`src/rtl/txeq_pkg.sv`:
```
// Shared types and constants for the transmit equalization programmer.
// Assumes 2-bit level fields and a 3-bit lane count field.
package txeq_pkg;
    localparam int LVL_W = 2;
    localparam int CNT_W = 3;
    localparam logic [15:0] CTRL_WORD = 16'h08A4;
    localparam logic [15:0] DRV_WORD  = 16'h0003;

    typedef enum logic [2:0] {
        ST_FRZ_RD, ST_FRZ_WR, ST_CTRL, ST_DRV,
        ST_MAIN, ST_POST, ST_REL_RD, ST_REL_WR
    } step_e;

    typedef enum logic [1:0] {
        PH_IDLE, PH_ISSUE, PH_WAIT, PH_RESP
    } phase_e;
endpackage

```
`src/rtl/txeq_req_check.sv`:
```
// Request validator: checks the lane count against the supported set and the
// physical lane count, and checks the level sum of every active lane.
// Purely combinational; the levels of inactive lanes are not examined.
module txeq_req_check
    import txeq_pkg::*;
#(
    parameter int PHYS_LANES = 4
) (
    input  logic [CNT_W-1:0]            lanes,
    input  logic [PHYS_LANES*LVL_W-1:0] swing,
    input  logic [PHYS_LANES*LVL_W-1:0] pre,
    output logic                        ok
);
    logic             cnt_ok;
    logic             lvl_ok;
    logic [LVL_W:0]   sum;

    // Evaluate the lane-count rule and the per-lane level-sum rule.
    always_comb begin
        cnt_ok = (lanes == 3'd1) || (lanes == 3'd2) || (lanes == 3'd4);
        if (int'(lanes) > PHYS_LANES) cnt_ok = 1'b0;
        lvl_ok = 1'b1;
        sum    = '0;
        for (int i = 0; i < PHYS_LANES; i++) begin
            sum = {1'b0, swing[i*LVL_W +: LVL_W]} + {1'b0, pre[i*LVL_W +: LVL_W]};
            if ((i < int'(lanes)) && (sum > 3'd3)) lvl_ok = 1'b0;
        end
        ok = cnt_ok && lvl_ok;
    end
endmodule

```
`src/rtl/txeq_coef_lut.sv`:
```
// Coefficient table indexed by swing and pre-emphasis level. Combinations
// whose sum exceeds 3 return all ones; validation keeps them from being used.
module txeq_coef_lut
    import txeq_pkg::*;
#(
    parameter int DATA_W = 16
) (
    input  logic [LVL_W-1:0]  swing,
    input  logic [LVL_W-1:0]  pre,
    output logic [DATA_W-1:0] drv,
    output logic [DATA_W-1:0] main_m,
    output logic [DATA_W-1:0] post_m
);
    logic [15:0] m16;
    logic [15:0] p16;

    // Select main and post multipliers for the level pair.
    always_comb begin
        case ({swing, pre})
            4'b00_00: begin m16 = 16'h002A; p16 = 16'h0000; end
            4'b00_01: begin m16 = 16'h001F; p16 = 16'h0014; end
            4'b00_10: begin m16 = 16'h0012; p16 = 16'h0020; end
            4'b00_11: begin m16 = 16'h0000; p16 = 16'h002A; end
            4'b01_00: begin m16 = 16'h001F; p16 = 16'h0000; end
            4'b01_01: begin m16 = 16'h0013; p16 = 16'h0012; end
            4'b01_10: begin m16 = 16'h0000; p16 = 16'h001F; end
            4'b10_00: begin m16 = 16'h0013; p16 = 16'h0000; end
            4'b10_01: begin m16 = 16'h0000; p16 = 16'h0013; end
            4'b11_00: begin m16 = 16'h0000; p16 = 16'h0000; end
            default:  begin m16 = 16'hFFFF; p16 = 16'hFFFF; end
        endcase
    end

    assign drv    = DATA_W'(DRV_WORD);
    assign main_m = DATA_W'(m16);
    assign post_m = DATA_W'(p16);
endmodule

```
`src/rtl/txeq_lane_seq.sv`:
```
// Lane sequencer: captures an accepted request, walks lanes in ascending order
// through the eight-step freeze / program / release sequence, and holds the
// response until taken. Assumes at most one bus transaction in flight.
module txeq_lane_seq
    import txeq_pkg::*;
#(
    parameter int          PHYS_LANES = 4,
    parameter int          ADDR_W     = 20,
    parameter int          DATA_W     = 16,
    parameter int          LANE_SHIFT = 11,
    parameter logic [ADDR_W-1:0] OFS_HOLD = 20'h1079C,
    parameter logic [ADDR_W-1:0] OFS_CTRL = 20'h10100,
    parameter logic [ADDR_W-1:0] OFS_DRV  = 20'h10318,
    parameter logic [ADDR_W-1:0] OFS_MAIN = 20'h10140,
    parameter logic [ADDR_W-1:0] OFS_POST = 20'h10130
) (
    input  logic                        clk,
    input  logic                        rst_n,
    input  logic                        start,
    input  logic                        start_ok,
    input  logic [CNT_W-1:0]            lanes,
    input  logic [PHYS_LANES*LVL_W-1:0] swing,
    input  logic [PHYS_LANES*LVL_W-1:0] pre,
    output logic                        idle,
    output logic [LVL_W-1:0]            cur_swing,
    output logic [LVL_W-1:0]            cur_pre,
    input  logic [DATA_W-1:0]           lut_drv,
    input  logic [DATA_W-1:0]           lut_main,
    input  logic [DATA_W-1:0]           lut_post,
    output logic                        rsp_valid,
    input  logic                        rsp_ready,
    output logic                        rsp_err,
    output logic                        m_req,
    output logic                        m_we,
    output logic [ADDR_W-1:0]           m_addr,
    output logic [DATA_W-1:0]           m_wdata,
    input  logic                        m_ready,
    input  logic [DATA_W-1:0]           m_rdata,
    input  logic                        m_rvalid
);
    localparam int LIDX_W = (PHYS_LANES > 1) ? $clog2(PHYS_LANES) : 1;

    phase_e                      phase_q;
    step_e                       step_q;
    logic [LIDX_W-1:0]           lane_q;
    logic [CNT_W-1:0]            lanes_q;
    logic [PHYS_LANES*LVL_W-1:0] swing_q;
    logic [PHYS_LANES*LVL_W-1:0] pre_q;
    logic [DATA_W-1:0]           hold_q;
    logic                        err_q;
    logic                        is_read;
    logic                        step_done;
    logic                        last_lane;
    logic [ADDR_W-1:0]           base;

    assign idle      = (phase_q == PH_IDLE);
    assign rsp_valid = (phase_q == PH_RESP);
    assign rsp_err   = err_q;
    assign m_req     = (phase_q == PH_ISSUE);
    assign is_read   = (step_q == ST_FRZ_RD) || (step_q == ST_REL_RD);
    assign m_we      = !is_read;
    assign cur_swing = swing_q[LVL_W*int'(lane_q) +: LVL_W];
    assign cur_pre   = pre_q[LVL_W*int'(lane_q) +: LVL_W];
    assign last_lane = ((CNT_W'(lane_q) + 3'd1) == lanes_q);
    assign step_done = ((phase_q == PH_ISSUE) && m_ready && !is_read) ||
                       ((phase_q == PH_WAIT) && m_rvalid);

    // Pick the register offset and write data for the current step.
    always_comb begin
        base    = OFS_HOLD;
        m_wdata = '0;
        case (step_q)
            ST_FRZ_WR: m_wdata = hold_q | DATA_W'(1);
            ST_CTRL:   begin base = OFS_CTRL; m_wdata = DATA_W'(CTRL_WORD); end
            ST_DRV:    begin base = OFS_DRV;  m_wdata = lut_drv;  end
            ST_MAIN:   begin base = OFS_MAIN; m_wdata = lut_main; end
            ST_POST:   begin base = OFS_POST; m_wdata = lut_post; end
            ST_REL_WR: m_wdata = hold_q & ~DATA_W'(1);
            default:   m_wdata = '0;
        endcase
    end

    assign m_addr = base | (ADDR_W'(lane_q) << LANE_SHIFT);

    // Phase, step and lane progression with request capture.
    always_ff @(posedge clk) begin
        if (!rst_n) begin
            phase_q <= PH_IDLE;
            step_q  <= ST_FRZ_RD;
            lane_q  <= '0;
            lanes_q <= '0;
            swing_q <= '0;
            pre_q   <= '0;
            hold_q  <= '0;
            err_q   <= 1'b0;
        end else begin
            case (phase_q)
                PH_IDLE: if (start) begin
                    lanes_q <= lanes;
                    swing_q <= swing;
                    pre_q   <= pre;
                    lane_q  <= '0;
                    step_q  <= ST_FRZ_RD;
                    err_q   <= !start_ok;
                    phase_q <= start_ok ? PH_ISSUE : PH_RESP;
                end
                PH_ISSUE: if (m_ready && is_read) phase_q <= PH_WAIT;
                PH_WAIT:  if (m_rvalid) hold_q <= m_rdata;
                PH_RESP:  if (rsp_ready) phase_q <= PH_IDLE;
                default:  phase_q <= PH_IDLE;
            endcase
            if (step_done) begin
                if (step_q == ST_REL_WR) begin
                    step_q <= ST_FRZ_RD;
                    if (last_lane) begin
                        phase_q <= PH_RESP;
                    end else begin
                        lane_q  <= lane_q + LIDX_W'(1);
                        phase_q <= PH_ISSUE;
                    end
                end else begin
                    step_q  <= step_e'(step_q + 3'd1);
                    phase_q <= PH_ISSUE;
                end
            end
        end
    end
endmodule

```
`src/rtl/txeq_prog.sv`:
```
// Top of the transmit equalization programmer: validates a request, then
// sequences per-lane register traffic on a single-outstanding master port.
// Assumes the responder returns read data with m_rvalid after acceptance.
module txeq_prog
    import txeq_pkg::*;
#(
    parameter int          PHYS_LANES = 4,
    parameter int          ADDR_W     = 20,
    parameter int          DATA_W     = 16,
    parameter int          LANE_SHIFT = 11,
    parameter logic [ADDR_W-1:0] OFS_HOLD = 20'h1079C,
    parameter logic [ADDR_W-1:0] OFS_CTRL = 20'h10100,
    parameter logic [ADDR_W-1:0] OFS_DRV  = 20'h10318,
    parameter logic [ADDR_W-1:0] OFS_MAIN = 20'h10140,
    parameter logic [ADDR_W-1:0] OFS_POST = 20'h10130
) (
    input  logic                        clk,
    input  logic                        rst_n,
    input  logic                        req_valid,
    output logic                        req_ready,
    input  logic [2:0]                  req_lanes,
    input  logic [PHYS_LANES*2-1:0]     req_swing,
    input  logic [PHYS_LANES*2-1:0]     req_pre,
    output logic                        rsp_valid,
    input  logic                        rsp_ready,
    output logic                        rsp_err,
    output logic                        m_req,
    output logic                        m_we,
    output logic [ADDR_W-1:0]           m_addr,
    output logic [DATA_W-1:0]           m_wdata,
    input  logic                        m_ready,
    input  logic [DATA_W-1:0]           m_rdata,
    input  logic                        m_rvalid
);
    logic              req_ok;
    logic              idle;
    logic [LVL_W-1:0]  cur_swing;
    logic [LVL_W-1:0]  cur_pre;
    logic [DATA_W-1:0] lut_drv;
    logic [DATA_W-1:0] lut_main;
    logic [DATA_W-1:0] lut_post;

    assign req_ready = idle;

    txeq_req_check #(.PHYS_LANES(PHYS_LANES)) u_check (
        .lanes (req_lanes),
        .swing (req_swing),
        .pre   (req_pre),
        .ok    (req_ok)
    );

    txeq_coef_lut #(.DATA_W(DATA_W)) u_lut (
        .swing  (cur_swing),
        .pre    (cur_pre),
        .drv    (lut_drv),
        .main_m (lut_main),
        .post_m (lut_post)
    );

    txeq_lane_seq #(
        .PHYS_LANES (PHYS_LANES),
        .ADDR_W     (ADDR_W),
        .DATA_W     (DATA_W),
        .LANE_SHIFT (LANE_SHIFT),
        .OFS_HOLD   (OFS_HOLD),
        .OFS_CTRL   (OFS_CTRL),
        .OFS_DRV    (OFS_DRV),
        .OFS_MAIN   (OFS_MAIN),
        .OFS_POST   (OFS_POST)
    ) u_seq (
        .clk       (clk),
        .rst_n     (rst_n),
        .start     (req_valid && idle),
        .start_ok  (req_ok),
        .lanes     (req_lanes),
        .swing     (req_swing),
        .pre       (req_pre),
        .idle      (idle),
        .cur_swing (cur_swing),
        .cur_pre   (cur_pre),
        .lut_drv   (lut_drv),
        .lut_main  (lut_main),
        .lut_post  (lut_post),
        .rsp_valid (rsp_valid),
        .rsp_ready (rsp_ready),
        .rsp_err   (rsp_err),
        .m_req     (m_req),
        .m_we      (m_we),
        .m_addr    (m_addr),
        .m_wdata   (m_wdata),
        .m_ready   (m_ready),
        .m_rdata   (m_rdata),
        .m_rvalid  (m_rvalid)
    );
endmodule

```
`config.mk`:
```
export PLATFORM = sky130hd
export DESIGN_NAME = txeq_prog
export DESIGN_NICKNAME = d
export VERILOG_FILES = /design/src/rtl/txeq_pkg.sv /design/src/rtl/txeq_req_check.sv /design/src/rtl/txeq_coef_lut.sv /design/src/rtl/txeq_lane_seq.sv /design/src/rtl/txeq_prog.sv
export SDC_FILE = /design/constraint.sdc
export NUM_CORES = 1
export LEC_CHECK = 0
export ABC_AREA = 1
export BUFFER_PORTS_ARGS = -buffer_cell sky130_fd_sc_hd__buf_4
export CORE_AREA = 2 2 78 80
export DETAILED_ROUTE_END_ITERATION = 12
export DIE_AREA = 0 0 80 82
export PLACE_DENSITY_LB_ADDON = 0.25
export SLEW_MARGIN = 0
export SYNTH_ARGS = -nofsm -noshare
export SYNTH_HDL_FRONTEND = slang
export SYNTH_SLANG_ARGS = --single-unit
```
`constraint.sdc`:
```
create_clock -name clk -period 2.8 [get_ports clk]
set_input_delay 0.42 -clock clk [delete_from_list [all_inputs] [get_ports clk]]
set_output_delay 0.42 -clock clk [all_outputs]
set_load 0.05 [all_outputs]
```
==> flow_summary.yaml, run 1 <==
sta:
  setup_violations: 0
  period_share_pct: 96.2
  final.setup_skew_ns: 0.00971
  fin_crit_ns: 2.69
  max_freq_mhz: 371
  hold_viol: 0
  drv_slew: 0
cells_and_area:
  instances_no_fill: 561
  fin_util_pct: 64.5
  syn_to_final_growth_pct: 33.9
  final_layout_size_suffix_gt1_share_pct: 30.5
  n_antenna_cell: 0
  fin_nets: 544
  fillers: 533
  multi_input_area_sq_um: 1830
  final_area_sq_um: 3710
  regArea_sq_um: 846
placement:
  routabilityCongestion: 0.819
  hpwl_microns: 4980
  dpl-instance-area_sq_um: 3450
  portBuffers: 70
  place_inst: 544
power_and_ir_drop:
  switching_share_pct: 38.1
  ir_drop_mv: 0.418
  power_frac_seq_pct: 37.9
  static-leakage-power_nw: 1.70
  power.total_mw: 1.99
  p_int_mw: 1.23
  power_frac_comb_pct: 38.5
  clockPowerShare_pct: 23.5
  power.net_switching_uw: 759
  power_density_nw_per_um2: 538
die:
  row_count: 28
  dieHeight_microns: 82
  io_pins: 82
  die_x_microns: 80
  fp.coreArea_sq_um: 5750
  start_util_pct: 48.2
  dieArea_sq_um: 6560
logic_synthesis:
  async_flop_share_pct: 0
  synth_seq_cells: 42
  synth_edf_count: 0
  syn-cell-area_sq_um: 2770
  ys_seq_area_share_pct: 30.4
  ys_types: 30
  synth_ff_type: "dfxtp_1"
  yosys_warnings: 0
  avgSynthCellArea_sq_um: 6.77
  postSynthCellCount: 409
routing:
  drt_iter0_drc: 134
  dr.pass1.iters: 4
  met1Wirelength_microns: 3120
  highest-signal-layer: "met4"
  drc_errors: 0
  vias: 2787
  wl_microns: 6890
  wl_met2_microns: 3340
  wl_met3_microns: 351
  vias_per_cell: 4.97
  ant_nets: 0
  wl_per_cell_microns: 12.3
worst_hold_path:
  hp-start: "m_rdata[4]"
  hp-class: "in -> reg"
  hold_depth: 3
worst_setup_path:
  cp-end-kind: "output pin"
  path_class: "reg -> out"
  rr_startpoint: "u_seq.lane_q[0]$_SDFF_PN0_"
  worstPathRequired_ns: 2.38
  path_depth: 11
  critPathMaxFanout: 10
  crit_top_cell: "buf_4"
  critPathLaunchType: "flop"
  worstPathCellList: "inv_8 > nand2_1 > a32oi_2 > buf_4 > ha_1 > nand3_1 > nand2_2 > nand3_4 > buf_12 > a21oi_4 > buf_4"
  reg2reg_depth: 9
  max_stage_delay_ns: 0.39
  slowest_stage: "dfxtp_4"
  cp_num_buf_inv: 4
  worstSetupStartpoint: "u_seq.lane_q[0]$_SDFF_PN0_"
  critPathArrivalTime_ns: 2.27
  crit_family: "buffers and inverters"
global_route:
  antenna_found_initial: 0
  grt_overflow: 0
  grt_pass1_vias: 2460
  grt_max_degree: 38
  grt.total_usage_pct: 21.1
  grt_pass1_wl_microns: 10900
clock_tree:
  clockRootBuffer: "clkbuf_8"
  htreeDepth: 2
  cts_tree: "yes"
  cts_buffer_depth: 2
  cts_buffers: 5
  clkLatencyLatePin_ns: 0.30
  clock-sinks: 42
  clk_pin_slew_ns: 0.08
status:
  status: "finished clean"
job:
  cap_violations: 0
[per-stage QoR]
stage                     setup TNS, ns  hold slack (ns)  worst slack [ns]
after floorplan                       0            0.429           0.00581
after global placement                0            0.447            0.0913
after detailed placement              0            0.452            0.0563
after CTS                             0            0.366            0.0214
after global routing           -0.00142            0.387          -0.00142
final                                 0            0.370             0.105
[path summary, 6_finish.rpt]
path	to	slack [ns]
hold / removal	u_seq.hold_q[4]$_SDFFE_PN0P_	0.37
hold reg to reg	u_seq.pre_q[3]$_SDFFE_PN0P_	0.46
setup reg to reg	u_seq.lane_q[0]$_SDFF_PN0_	1.07
setup / recovery	m_wdata[12]	0.11
[cell type report]
type	count	share of cell area, %
Clock buffer	7	2.06
Multi-Input combinational cell	317	49.4
Sequential cell	42	22.8
Tap cell	75	2.53
Inverter	32	3.44
Clock inverter	1	0.810
Timing Repair Buffer	87	18.9
[metal layers]
layer  vias up  GRT usage (%)
met5         -              0
met3         8           4.29
met4         0           6.10
li1       1447              -
met2        59           34.3
met1      1273           28.3
[kinds of logic (layout without fill, tap and decap cells)]
family / count (synthesis) / after routing / share of synthesized area (%)
buf+inv: 58 / 127 / 10.8
compound gates: 81 / 81 / 15.2
simple gates: 205 / 205 / 34.2
fa+ha+maj: 18 / 18 / 8.14
flops: 42 / 42 / 30.4
xor+xnor: 3 / 3 / 0.950
other cells: 2 / 10 / 0.271
[layout by cell type, fill, tap and decap left out, drive strengths merged, types with 8 or more instances in the layout]
master  instances
nand3          30
conb           10
buf            86
nand2          94
clkbuf          8
dfxtp          42
o21ai          43
ha             18
a21oi          36
inv            32
nor2           76
[what timing repair did]
action | CTS | global route
buffers inserted | 3 | 6
pin swaps | 0 | 2
gates resized for setup | 1 | 16
endpoints found under the setup margin | 13 | 16
hold buffers | 0 | 0
[power groups by stage]
stage | combinational, mW | sequential, mW | clock (mW)
6_report | 0.768 | 0.756 | 0.469
5_1_grt | 0.860 | 0.769 | 0.500
4_1_cts | 0.742 | 0.755 | 0.478
3_5_place_dp | 0.732 | 0.769 | 0
3_3_place_gp | 0.719 | 0.766 | 0
2_1_floorplan | 0.562 | 0.766 | 0
[flip-flops by register name, indices dropped and copies added, names as in the netlist]
signal,cells
u_seq.lane_q,2
u_seq.swing_q,8
u_seq.step_q,3
u_seq.pre_q,8
u_seq.lanes_q,3
u_seq.phase_q,2
u_seq.hold_q,15
u_seq.rsp_err,1
[tightest hold or removal path, delay by kind of cell]
| kind | cells | cell delay [ns] |
|---|---|---|
| buffers and inverters | 1 | 0.07 |
| AO/OA/AOI/OAI | 1 | 0.07 |
| AND/OR/NAND/NOR | 1 | 0.08 |
[synthesized netlist by cell type, types with 3 or more instances]
cell type / instances / share of area [%]
nor2_2: 3 / 0.68
nand2_2: 6 / 1.4
clkbuf_1: 6 / 0.81
buf_2: 3 / 0.54
a21oi_1: 33 / 6.0
nor2_1: 73 / 9.9
inv_2: 5 / 0.68
o21ai_0: 41 / 7.4
inv_1: 26 / 3.5
a21oi_2: 3 / 0.95
buf_4: 13 / 3.5
nand3_2: 5 / 1.8
nand2_4: 5 / 2.0
nand2_1: 83 / 11
nand3_1: 22 / 4.0
ha_1: 18 / 8.1
buf_6: 3 / 1.2
dfxtp_1: 42 / 30
nand3_4: 3 / 1.9
Note: power is estimated with default switching activity, not from simulation.
==> inputs of run 2 (changes only) <==
- CTS_BUF_LIST: not set -> sky130_fd_sc_hd__clkbuf_4 sky130_fd_sc_hd__clkbuf_8
==> flow_summary.yaml, run 2 (synthesis gave the netlist of run 1 again) <==
worst_setup_path:
  worstSetupStartpoint: "u_seq.lane_q[0]$_SDFF_PN0_"
  reg2reg_to: "u_seq.lane_q[0]$_SDFF_PN0_"
  cp-endpoint: "m_wdata[12]"
  critPathLaunchType: "flop"
  critPathArrivalTime_ns: 2.28
  cp_num_buf_inv: 4
  max_stage_delay_ns: 0.39
  slowest_stage: "dfxtp_4"
  path_depth: 11
  worstPathRequired_ns: 2.38
  cp-end-kind: "output pin"
  worstPathCellList: "inv_8 > nand2_1 > a32oi_2 > buf_4 > ha_1 > nand3_1 > nand2_2 > nand3_4 > buf_12 > a21oi_4 > buf_4"
  crit_top_cell: "buf_4"
  path_class: "reg -> out"
  reg2reg_depth: 9
  crit_family: "buffers and inverters"
  critPathMaxFanout: 10
  r2r_setup_slack_ns: 1.07
  rr_startpoint: "u_seq.lane_q[0]$_SDFF_PN0_"
routing:
  dr.pass1.iters: 4
  ant_nets: 0
  vias_per_cell: 4.98
  wl_microns: 6900
  vias: 2794
  drc_errors: 0
  drt_iter0_drc: 147
  wl_per_cell_microns: 12.3
sta:
  fin_crit_ns: 2.70
  final.setup_skew_ns: 0.00917
  tns_ns: 0
  setup_ws_ns: 0.103
  drv_slew: 0
  setup_violations: 0
  max_freq_mhz: 371
  hold_viol: 0
  period_share_pct: 96.3
placement:
  routabilityCongestion: 0.819
  hpwl_microns: 4980
  dp_slack_ns: 0.0563
  portBuffers: 70
die:
  dieArea_sq_um: 6560
  fp.coreArea_sq_um: 5750
  start_util_pct: 48.2
  row_count: 28
  dieHeight_microns: 82
  io_pins: 82
  die_x_microns: 80
cells_and_area:
  fin_nets: 544
  regMostFlops: "u_seq.hold_q"
  final_common_cell: "nand2_1"
  reg_top3: "u_seq.hold_q (15), u_seq.pre_q (8), u_seq.swing_q (8)"
  fillers: 531
  n_antenna_cell: 0
  final_cell_mix: "82 x nand2_1, 75 x buf_4, 71 x nor2_1"
  largest_reg_flops: 15
  final_layout_size_suffix_gt1_share_pct: 30.9
  syn_to_final_growth_pct: 34.2
status:
  status: "finished clean"
clock_tree:
  clk_pin_slew_ns: 0.08
  ctsHoldBuffers: 0
  cts_tree: "yes"
  cts_buffers: 5
  htreeDepth: 2
  cts_buffer_depth: 2
  clock-sinks: 42
  clockRootBuffer: "clkbuf_8"
  clkLatencyLatePin_ns: 0.30
global_route:
  grt_overflow: 0
  grt_max_degree: 38
  grt_pass1_wl_microns: 10900
  antenna_found_initial: 0
  grt.total_usage_pct: 21.1
  grt_pass1_vias: 2463
worst_hold_path:
  hold_depth: 3
  hp-class: "in -> reg"
power_and_ir_drop:
  power_density_nw_per_um2: 542
  static-leakage-power_nw: 1.71
  ir_drop_mv: 0.430
job:
  cap_violations: 0
[run 2: cell counts in the layout (fill, tap and decap cells not counted)]
Identical to the previous run, type by type.
[run 2: layout make-up]
type / instances / area, sq um / share of cell area [%]
Sequential cell: 42 / 846 / 22.8
Tap cell: 75 / 93.8 / 2.53
Multi-Input combinational cell: 317 / 1830 / 49.3
Clock inverter: 1 / 30.0 / 0.809
Timing Repair Buffer: 87 / 701 / 18.9
Clock buffer: 7 / 83.8 / 2.26
Inverter: 32 / 128 / 3.44
[run 2: power breakdown]
| part | leakage (nW) | switching, mW | total (mW) | internal, mW |
|---|---|---|---|---|
| sequential | 0.346 | 0.0612 | 0.756 | 0.695 |
| combinational | 1.30 | 0.495 | 0.768 | 0.273 |
| clock | 0.0593 | 0.203 | 0.489 | 0.286 |
| total | 1.71 | 0.760 | 2.01 | 1.25 |
[run 2: through the flow]
step / utilization (%) / power (mW) / instances / hold slack [ns] / instance area [sq um]
6_report: 64.6 / 2.01 / 561 / 0.369 / 3710
5_1_grt: 64.6 / 2.15 / 561 / 0.387 / 3710
4_1_cts: 62.7 / 1.99 / 555 / 0.366 / 3600
3_5_place_dp: 60.0 / 1.50 / 544 / 0.452 / 3450
3_3_place_gp: 60.0 / 1.48 / 544 / 0.447 / 3450
2_1_floorplan: - / 1.33 / 417 / 0.429 / 2940
[run 2: repair_timing]
| item | CTS | global route |
|---|---|---|
| pin swaps | 0 | 2 |
| buffers inserted | 3 | 6 |
| resized for setup | 1 | 16 |
| endpoints found under the setup margin | 13 | 16 |
[run 2: tightest hold or removal path, delay by kind of cell]
family,cells,cell delay [ns]
AOI/OAI and AO/OA,1,0.07
buffers and inverters,1,0.07
and+or+nand+nor,1,0.08
[run 2: layer usage]
layer  share of wire (%)  up-vias  global-route usage, %
li1                    -     1444                      -
met1                  46     1282                   28.5
met2                  48       60                   34.3
met3                 5.0        8                   4.29
met4                 1.2        0                   6.10
met5                   0        -                      0
[run 2: worst min-delay path by stage]
stage                                               to                   startpoint
after floorplan            u_seq.pre_q[1]$_SDFFE_PN0P_  u_seq.pre_q[1]$_SDFFE_PN0P_
after global placement     u_seq.pre_q[3]$_SDFFE_PN0P_  u_seq.pre_q[3]$_SDFFE_PN0P_
after detailed placement   u_seq.pre_q[3]$_SDFFE_PN0P_  u_seq.pre_q[3]$_SDFFE_PN0P_
after CTS                 u_seq.hold_q[8]$_SDFFE_PN0P_                   m_rdata[8]
after global routing      u_seq.hold_q[1]$_SDFFE_PN0P_                   m_rdata[1]
final                     u_seq.hold_q[4]$_SDFFE_PN0P_                   m_rdata[4]
==> inputs of run 3 (changes only) <==
- ABC_AREA: 1 -> not set
- CORE_AREA: 2 2 78 80 -> 2 2 77 79
- DIE_AREA: 0 0 80 82 -> 0 0 79 81
==> flow_summary.yaml, run 3 <==
global_route:
  grt_pass1_wl_microns: 11000
  grt_max_degree: 43
  grt_pass1_vias: 2429
  grt_overflow: 0
  antenna_found_initial: 0
  grt.total_usage_pct: 21.3
worst_setup_path:
  critPathMaxFanout: 6
  reg2reg_to: "u_seq.lane_q[1]$_SDFF_PN0_"
  worstPathRequired_ns: 2.38
  rr_startpoint: "u_seq.step_q[0]$_SDFFE_PN0P_"
  crit_family: "multiplexers"
  worstPathCellList: "buf_6 > mux4_2 > mux2i_4 > a21o_2 > nor3_4 > buf_6 > a21o_4 > buf_8"
  path_class: "reg -> out"
  r2r_setup_slack_ns: 0.64
  max_stage_delay_ns: 0.60
  path_depth: 8
  crit_top_cell: "buf_6"
  critPathLaunchType: "flop"
  slowest_stage: "mux4_2"
  cp_num_buf_inv: 3
  critPathArrivalTime_ns: 2.43
  cp-end-kind: "output pin"
  reg2reg_depth: 7
cells_and_area:
  final_layout_size_suffix_gt1_share_pct: 36.7
  syn_to_final_growth_pct: 41.9
  fin_nets: 475
  final_common_cell: "nand2_1"
  final_cell_mix: "82 x nand2_1, 69 x buf_4, 40 x dfxtp_1"
  instances_no_fill: 492
  final_area_sq_um: 3870
  fin_util_pct: 68.1
  n_antenna_cell: 0
  reg_top3: "u_seq.hold_q (15), u_seq.pre_q (8), u_seq.swing_q (8)"
  regMostFlops: "u_seq.hold_q"
  largest_reg_flops: 15
sta:
  fin_crit_ns: 2.85
  final.setup_skew_ns: 0.00249
  hold_viol: 0
  max_freq_mhz: 351
  setup_violations: 11
  setup_ws_ns: -0.0500
  worst_pin_slew_ns: 0.726
  drv_slew: 0
  period_share_pct: 102
  slew_headroom_pct: 51.5
  rsz0062_at_grt: "true"
power_and_ir_drop:
  power_density_nw_per_um2: 401
  power_frac_seq_pct: 43.2
  ir_drop_mv: 0.301
  power.total_mw: 1.55
  p_int_mw: 1.03
  power_frac_comb_pct: 30.1
  switching_share_pct: 33.6
  power.net_switching_uw: 521
  static-leakage-power_nw: 1.59
  clockPowerShare_pct: 26.8
logic_synthesis:
  synth_edf_count: 0
  synth_most_common_cell: "nand2_1"
  yosys_warnings: 0
  synth_seq_cells: 42
  syn-cell-area_sq_um: 2720
  synth_area_leader_cell: "dfxtp_1"
  yosys.area.top_type_share_pct: 30.9
  ys_types: 52
  synth_area_leaders: "dfxtp_1 31%, nand2_1 11%, a21boi_0 9.4%"
  avgSynthCellArea_sq_um: 8.06
  synth_common_cells: "82 x nand2_1, 42 x dfxtp_1, 34 x a21boi_0, 18 x ha_1"
  synth_ff_type: "dfxtp_1"
  postSynthCellCount: 338
  ys_seq_area_share_pct: 30.9
  async_flop_share_pct: 0
die:
  start_util_pct: 48.0
  dieHeight_microns: 81
  fp.coreArea_sq_um: 5680
  row_count: 28
  io_pins: 82
  dieArea_sq_um: 6400
  die_x_microns: 79
placement:
  dpl-instance-area_sq_um: 3360
  routabilityCongestion: 0.962
  portBuffers: 70
  place_inst: 472
  hpwl_microns: 4880
  dp_slack_ns: 0.0992
worst_hold_path:
  hp-start: "m_rdata[8]"
  worstHoldEndpoint: "u_seq.hold_q[8]$_SDFFE_PN0P_"
  hold_depth: 3
  hp-class: "in -> reg"
clock_tree:
  ctsHoldBuffers: 0
  clkLatencyLatePin_ns: 0.29
  cts_tree: "yes"
  cts_buffer_depth: 2
  cts_buffers: 5
  clockRootBuffer: "clkbuf_8"
  clock-sinks: 42
  htreeDepth: 2
  clk_pin_slew_ns: 0.08
routing:
  vias: 2629
  vias_per_cell: 5.34
  wl_microns: 6870
  wl_per_cell_microns: 14.0
  ant_nets: 0
  dr.pass1.iters: 4
  drc_errors: 0
  drt_iter0_drc: 112
status:
  violations: "setup timing"
  status: "finished, violations left"
job:
  cap_violations: 0
run 3: area by class of cell:
cell class | instances | area, sq um
flip-flops and latches | 42 | 846
multi-input cells | 260 | 1950
repair buffers | 94 | 830
inverters | 13 | 48.8
clock buffers | 6 | 82.6
clock inverters | 2 | 16.3
fillers | 474 | 1810
well taps | 75 | 93.8
run 3: repair_timing:
action / 4_1_cts / 5_1_grt
pin swaps: 8 / 5
endpoints found under the setup margin: 16 / 19
resized for setup: 49 / 24
buffers inserted: 10 / 2
run 3: worst max path at each step:
stage	from	endpoint	slack, ns
2_1_floorplan	u_seq.lane_q[0]$_SDFF_PN0_	m_wdata[11]	0.01
3_3_place_gp	u_seq.lane_q[0]$_SDFF_PN0_	m_wdata[7]	0.15
3_5_place_dp	u_seq.lane_q[0]$_SDFF_PN0_	m_wdata[7]	0.1
4_1_cts	u_seq.lane_q[0]$_SDFF_PN0_	m_wdata[9]	-0.07
5_1_grt	u_seq.lane_q[0]$_SDFF_PN0_	m_wdata[3]	-0.16
6_report	u_seq.lane_q[0]$_SDFF_PN0_	m_wdata[9]	-0.05
run 3: layer usage:
metal / track usage, % / share of wire [%] / up-vias
met5: 0 / 0 / -
met4: 7.59 / 3.2 / 0
met3: 3.56 / 4.9 / 20
met2: 37.1 / 48 / 77
met1: 26.8 / 43 / 1236
li1: - / - / 1296
run 3: worst min-delay path, stage by stage:
cell,delay (ns)
buf_4,0.11
nand2_1,0.04
a21boi_0,0.06
run 3: per-stage QoR:
stage	hold WS, ns	TNS (ns)
4_1_cts	0.374	-0.627
6_report	0.380	-0.409
2_1_floorplan	0.440	0
3_5_place_dp	0.456	0
3_3_place_gp	0.447	0
5_1_grt	0.383	-1.79
run 3: cell families after synthesis:
kind of cell    after synthesis  share of synthesized area [%]
compound gates               97                           25.6
xor+xnor                      3                          0.965
fa+ha+maj                    18                           8.27
buf+inv                      44                           8.54
flops                        42                           30.9
mux                           9                           5.47
other cells                   2                          0.276
simple gates                123                           20.0
run 3: power by group through the flow:
stage          Combinational [mW]  Sequential, mW  Clock, mW
2_1_floorplan               0.293           0.674          0
3_3_place_gp                0.399           0.680          0
3_5_place_dp                0.404           0.682          0
4_1_cts                     0.437           0.668      0.432
5_1_grt                     0.511           0.675      0.452
6_report                    0.467           0.669      0.415
